### src/rtl/limit_counter.sv
module limit_counter #(
  parameter int W = 6
) (
  input  logic         clk,
  input  logic         rst_n,
  input  logic         en,
  input  logic [W-1:0] limit,
  output logic [W-1:0] count,
  output logic         done,
  output logic [7:0]   seg_tens,
  output logic [7:0]   seg_units
);
  logic hit;
  assign hit = (count >= limit);

  always_ff @(posedge clk) begin
    if (!rst_n) begin
      count <= '0;
      done  <= 1'b0;
    end else if (!done) begin
      if (hit) done <= 1'b1;
      else if (en) count <= count + 1'b1;
    end
  end

  function automatic logic [6:0] seg_code(input int d);
    case (d)
      0: seg_code = 7'h3F; 1: seg_code = 7'h06; 2: seg_code = 7'h5B;
      3: seg_code = 7'h4F; 4: seg_code = 7'h66; 5: seg_code = 7'h6D;
      6: seg_code = 7'h7D; 7: seg_code = 7'h07; 8: seg_code = 7'h7F;
      9: seg_code = 7'h6F; default: seg_code = 7'h00;
    endcase
  endfunction

  int lim_i;
  assign lim_i     = int'(limit);
  assign seg_tens  = {1'b1, ~seg_code((lim_i / 10) % 10)};
  assign seg_units = {1'b1, ~seg_code(lim_i % 10)};


  reset_zero_chk: assert property (@(posedge clk) !rst_n |=> (count == '0 && !done));

  hold_when_idle_chk: assert property (@(posedge clk) disable iff (!rst_n)
    (!en && !done) |=> $stable(count));

  done_sticky_chk: assert property (@(posedge clk) disable iff (!rst_n)
    done |=> (done && $stable(count)));

  no_overrun_chk: assert property (@(posedge clk) disable iff (!rst_n)
    (!done && count >= limit) |=> (done && $stable(count)));

  dp_dark_chk: assert property (@(posedge clk) seg_tens[7] && seg_units[7]);
endmodule

### config.mk
export PLATFORM = sky130hd
export DESIGN_NAME = limit_counter
export DESIGN_NICKNAME = d
export VERILOG_FILES = /design/src/rtl/limit_counter.sv
export SDC_FILE = /design/constraint.sdc
export NUM_CORES = 1
export LEC_CHECK = 0
export BUFFER_PORTS_ARGS = -buffer_cell sky130_fd_sc_hd__buf_2
export CAP_MARGIN = 20
export CORE_ASPECT_RATIO = 1.5
export CORE_MARGIN = 3
export CORE_UTILIZATION = 50
export DETAILED_ROUTE_END_ITERATION = 12
export GPL_ROUTABILITY_DRIVEN = 0
export GPL_TIMING_DRIVEN = 0
export HOLD_SLACK_MARGIN = 0.05
export PLACE_DENSITY = 0.76
export SLEW_MARGIN = 20
export SYNTH_ARGS = -nofsm -noshare
export SYNTH_HDL_FRONTEND = slang
export SYNTH_SLANG_ARGS = --single-unit
### constraint.sdc
create_clock -name clk -period 3.85 [get_ports clk]
set_input_delay 0.1925 -clock clk [delete_from_list [all_inputs] [get_ports clk]]
set_output_delay 0.1925 -clock clk [all_outputs]
set_load 0.005 [all_outputs]
# After elaboration in Yosys (flattened, before gate mapping)
# Memory sizes are Yosys's and may differ from the RTL's.
# Index checks and enable logic that the tools add are counted.
[classes]
add_sub_neg = 1
div = 3
n_lt_le_gt_ge = 1
mux = 4
bitwise_logic = 4
reduce_logical = 3
[ops]
columns = ["op", "count"]
rows = [
  ["28-bit zero test", 2],
  ["7-bit by 5-bit divider with 32-bit output, second input constant", 1],
  ["32-bit by 5-bit modulo with 32-bit output, second input constant", 1],
  ["7-bit by 5-bit modulo with 32-bit output, second input constant", 1],
  ["7-bit 2-to-1 mux", 2],
  ["7-bit inverter", 2],
  ["6-bit by 1-bit adder with 6-bit output, second input constant", 1],
  ["6-bit >= comparator", 1],
  ["3-bit AND reduction", 1],
  ["1-bit 2-to-1 mux", 2],
  ["1-bit inverter", 2],
]
[totals]
reg_bits = 7
rom_bits = 224
inputBits = 9
out_inout_bits = 23
word_cells = 20
mem_count = 2
[memory_table]
columns = ["name", "depth", "word_bits", "rd", "rd_ports_with_merged_regs", "write_ports", "line_no", "text"]
rows = [
  ["(no name shown)", 16, 7, 1, 0, 0, "27", "case (d)"],
  ["(no name shown)", 16, 7, 1, 0, 0, "27", ""],
]

# Depth between registers and ports, before layout
[depth]
ltp_word = 5
depth_mapped = 13
depth_no_buf = 13

# Worst setup path before layout
# No wires, ideal clock.
[synth_timing]
kind = "input port to output port"
start = "input port limit[4]"
end = "output port seg_units[5]"
arrival_ns = 3.056
required_time_ns = 3.658
slack_ns = 0.602
path_stages = 12
path_buffers = 0
cell_sequence = "nor2_1 -> inv_1 -> ha_1 -> nor2b_1 -> a22o_1 -> a221oi_1 -> o31ai_1 -> nor2b_1 -> xnor2_1 -> ha_1 -> or3_1 -> a31o_1"
[synth_between]
elab_chain_len = 4
word_cells_on_any_way = 5
cone_classes = "1 x div; 1 x mux; 1 x bitwise; 1 x reduce/logical; 1 x memory"
[synth_lines]
columns = ["element", "line_no", "text"]
rows = [
  ["start: declaration", "7", "input logic [W-1:0] limit,"],
  ["7-bit by 5-bit modulo with 32-bit output (*)", "38", "assign seg_units = {1'b1, ~seg_code(lim_i % 10)};"],
  ["memory read 16 x 7 bit / 28-bit zero test (equally long branches)", "n/a", ""],
  ["7-bit 2-to-1 mux (*)", "27", ""],
  ["7-bit inverter (*)", "38", ""],
  ["end: declaration", "11", "output logic [7:0] seg_units"],
]
# Every way passes the cells marked *; elsewhere a longest branch is shown, timed or not.

# Worst setup path in the final report
# Ends and elaborated chain as after synthesis.

==> results.cfg <==
[clocking]
clockBufferDepth = 2
hold_buffers = 0
clk_latency_ns = 0.26
post_cts_buffers = 0
root_buffer = clkbuf_4
cts-htree-levels = 1
cts_made_buffers = 3
cts.sinks = 7
cts_tree = yes
path_clk_slew_ns = 0.05

[layout]
fin_area_um2 = 1500
final_nets = 231
drive_gt1_share_pct = 25.7
num_antenna_cells = 0
area_delta_synth_final_pct = 19.2

[global_route]
grt_usage_pct = 20.7
grt_start_max_net_pins = 11
antenna_found_initial = 0
overflow = 0
grt_pass1_wl_mm = 4.93
grt_pass1_vias = 1195

[setup_path]
start_kind = input pin
slowest_stage = a221oi_2
cpPeakStageDelay_ns = 0.51
critical-path-top-delay-family = compound AO/OA/AOI/OAI gates
crit_path_max_fanout = 6
cp.required_ns = 3.66
cp.arrival_ns = 3.40
worstSetupPathType = input pin to primary output
crit_buf_inv = 3
path_cells = buf_2 -> nor2_2 -> inv_1 -> ha_1 -> nor2b_1 -> a22o_1 -> a221oi_2 -> o31ai_1 -> nor2b_4 -> xnor2_1 -> ha_1 -> or3_1 -> a31o_1 -> buf_2
endpoint_kind = primary output

[synthesis]
synth_area_leader_cell = ha_1
synthTopCellsByArea = ha_1, dfxtp_1, nand2b_1
async_reset_ff_share_pct = 0
synth.most_common_cell = ha_1
ys.flop_type = dfxtp_1
ys_warn_count = 0
synth.distinct_cells = 49
syn_inst = 168
synth_commonest_cells = ha_1, nand2_1, inv_1, nand2b_1, o21ai_0
syn_area_um2 = 1250
synth_edf_count = 0
synth_top_area_share_pct = 18.9
synth_seq_area_share_pct = 11.2
syn_avg_cell_area_um2 = 7.47
ys_ff_latch = 7

[die]
dieWidth_um = 46.9
chipHeight_um = 67.4
io_pins = 32
initial_core_util_pct = 54.3
die_area_um2 = 3160
rows = 21
fp.coreArea_um2 = 2310

[run]
max-cap-violations = 0

[sta]
finalCritPeriodShare_pct = 93.3
min_period_ns = 3.59
fin_setup_tns_ns = 0
whs_ns = 0.208
fmax_mhz = 278
slew_viol_final = 0
skew_ns = 0.00165
rsz0062_at_grt = false
finalSetupViolations = 0
hold_viol_final = 0
relSlewSlack_pct = 42.7
worstMarginPinSlew_ns = 0.852
final.setup.worst_slack_ns = 0.258

[drt]
dr.pass1.iters = 4
finalWirelength_mm = 2.95
drt-vias-per-instance = 5.89
drtAntennaViolNets = 0
drt_iter0_markers = 42
drc = 0
num_vias = 1325
post_drt_wl_per_cell_um = 13.1

[power_and_ir_drop]
p_leak_nw = 0.747
ir_worst_vdd_mv = 0.186
powerDensity_nw_per_um2 = 235

[worst_hold_path]
hold_class = input pin to flip-flop

[placement]
postPlaceCellArea_um2 = 1430
port_buffers = 29
pre_cts_ws_ns = -0.130
dpl.hpwl_mm = 2.36

[run_status]
status = finished, final reports clean
## through the flow
stage / std cells / utilization (%) / power, mW
2_1_floorplan: 169 / - / 0.216
3_5_place_dp: 221 / 62.0 / 0.277
3_3_place_gp: 221 / 62.0 / 0.270
5_1_grt: 225 / 64.7 / 0.387
4_1_cts: 225 / 63.5 / 0.352
6_report: 225 / 64.7 / 0.352
## tightest hold or removal path, cell delays in order
cell and delay, ns:
buf_2 0.11, nand2b_1 0.06, mux2i_1 0.06
## registers in the layout, summed over array words and instances (netlist names)
register  count
count         6
done          1
## where the power goes
group / total (mW) / switching [mW] / internal (mW)
Clock: 0.0702 / 0.0305 / 0.0398
Combinational: 0.204 / 0.113 / 0.0910
Sequential: 0.0786 / 0.00308 / 0.0755
## logic make-up (layout without fill, tap and decap cells)
logic type | Yosys count | in the layout | synth area share (%)
AOI/OAI and AO/OA | 47 | 47 | 27.7
xor gates and xnor gates | 3 | 3 | 2.09
adders and majority gates | 19 | 19 | 18.9
buffers and inverters | 23 | 56 | 8.47
DFF | 7 | 7 | 11.2
muxes | 6 | 6 | 4.89
other | 1 | 2 | 0.299
and+or+nand+nor | 62 | 62 | 26.4
## area by class of cell
cell class              count  area [µm²]
plain buffers               7        46.3
clock buffers               4        26.3
fillers                   234         816
inverters                  16        60.1
multi-input cells         139        1050
flip-flops and latches      7         140
well taps                  23        28.8
repair buffers             29         145
## final timing paths
path | startpoint | cells after the start | slack [ns] | end
max | limit[4] | 14 | 0.26 | seg_units[5]
min | rst_n | 3 | 0.21 | count[4]
max reg2reg | count[0] | 9 | 1.33 | count[4]
min reg2reg | count[5] | 2 | 0.50 | count[5]
## cells in the final DEF, fill, tap and decap left out, types with 2 or more instances in the layout
master     synthesis  routed
o21ai_0           11      11
and2_1             2       2
buf_2              1      30
buf_4              3       3
a21o_1             2       2
dfxtp_1            7       7
ha_1              19      18
o21ai_1            4       4
inv_2              3       3
and3_1             3       3
nand3_1            5       5
nand4_1            2       2
o22ai_1            2       2
mux2i_1            5       5
a2111oi_4          1       2
nand2_1           15      15
inv_1             13      13
a21oi_1            9       9
nor2_1            10       9
clkbuf_1           2       3
nor2b_1            5       4
nand2b_1          11      11
o31ai_1            2       2
nor3_1             2       2
clkbuf_4           0       3
xnor2_1            3       3
conb_1             1       2
nor4_2             1       2
## per-layer routing
metal | GRT usage (%) | share of wire [%]
met5 | 0 | 0
met4 | 10.7 | 2.6
met3 | 1.87 | 4.5
met2 | 37.6 | 52
met1 | 22.5 | 41
## repair_timing
action                                  CTS  global route
pin swaps                                 0             1
gates cloned                              0             0
gates resized for setup                   2             5
endpoints found under the setup margin    1             4
Note: power is estimated with default switching activity, not from simulation.
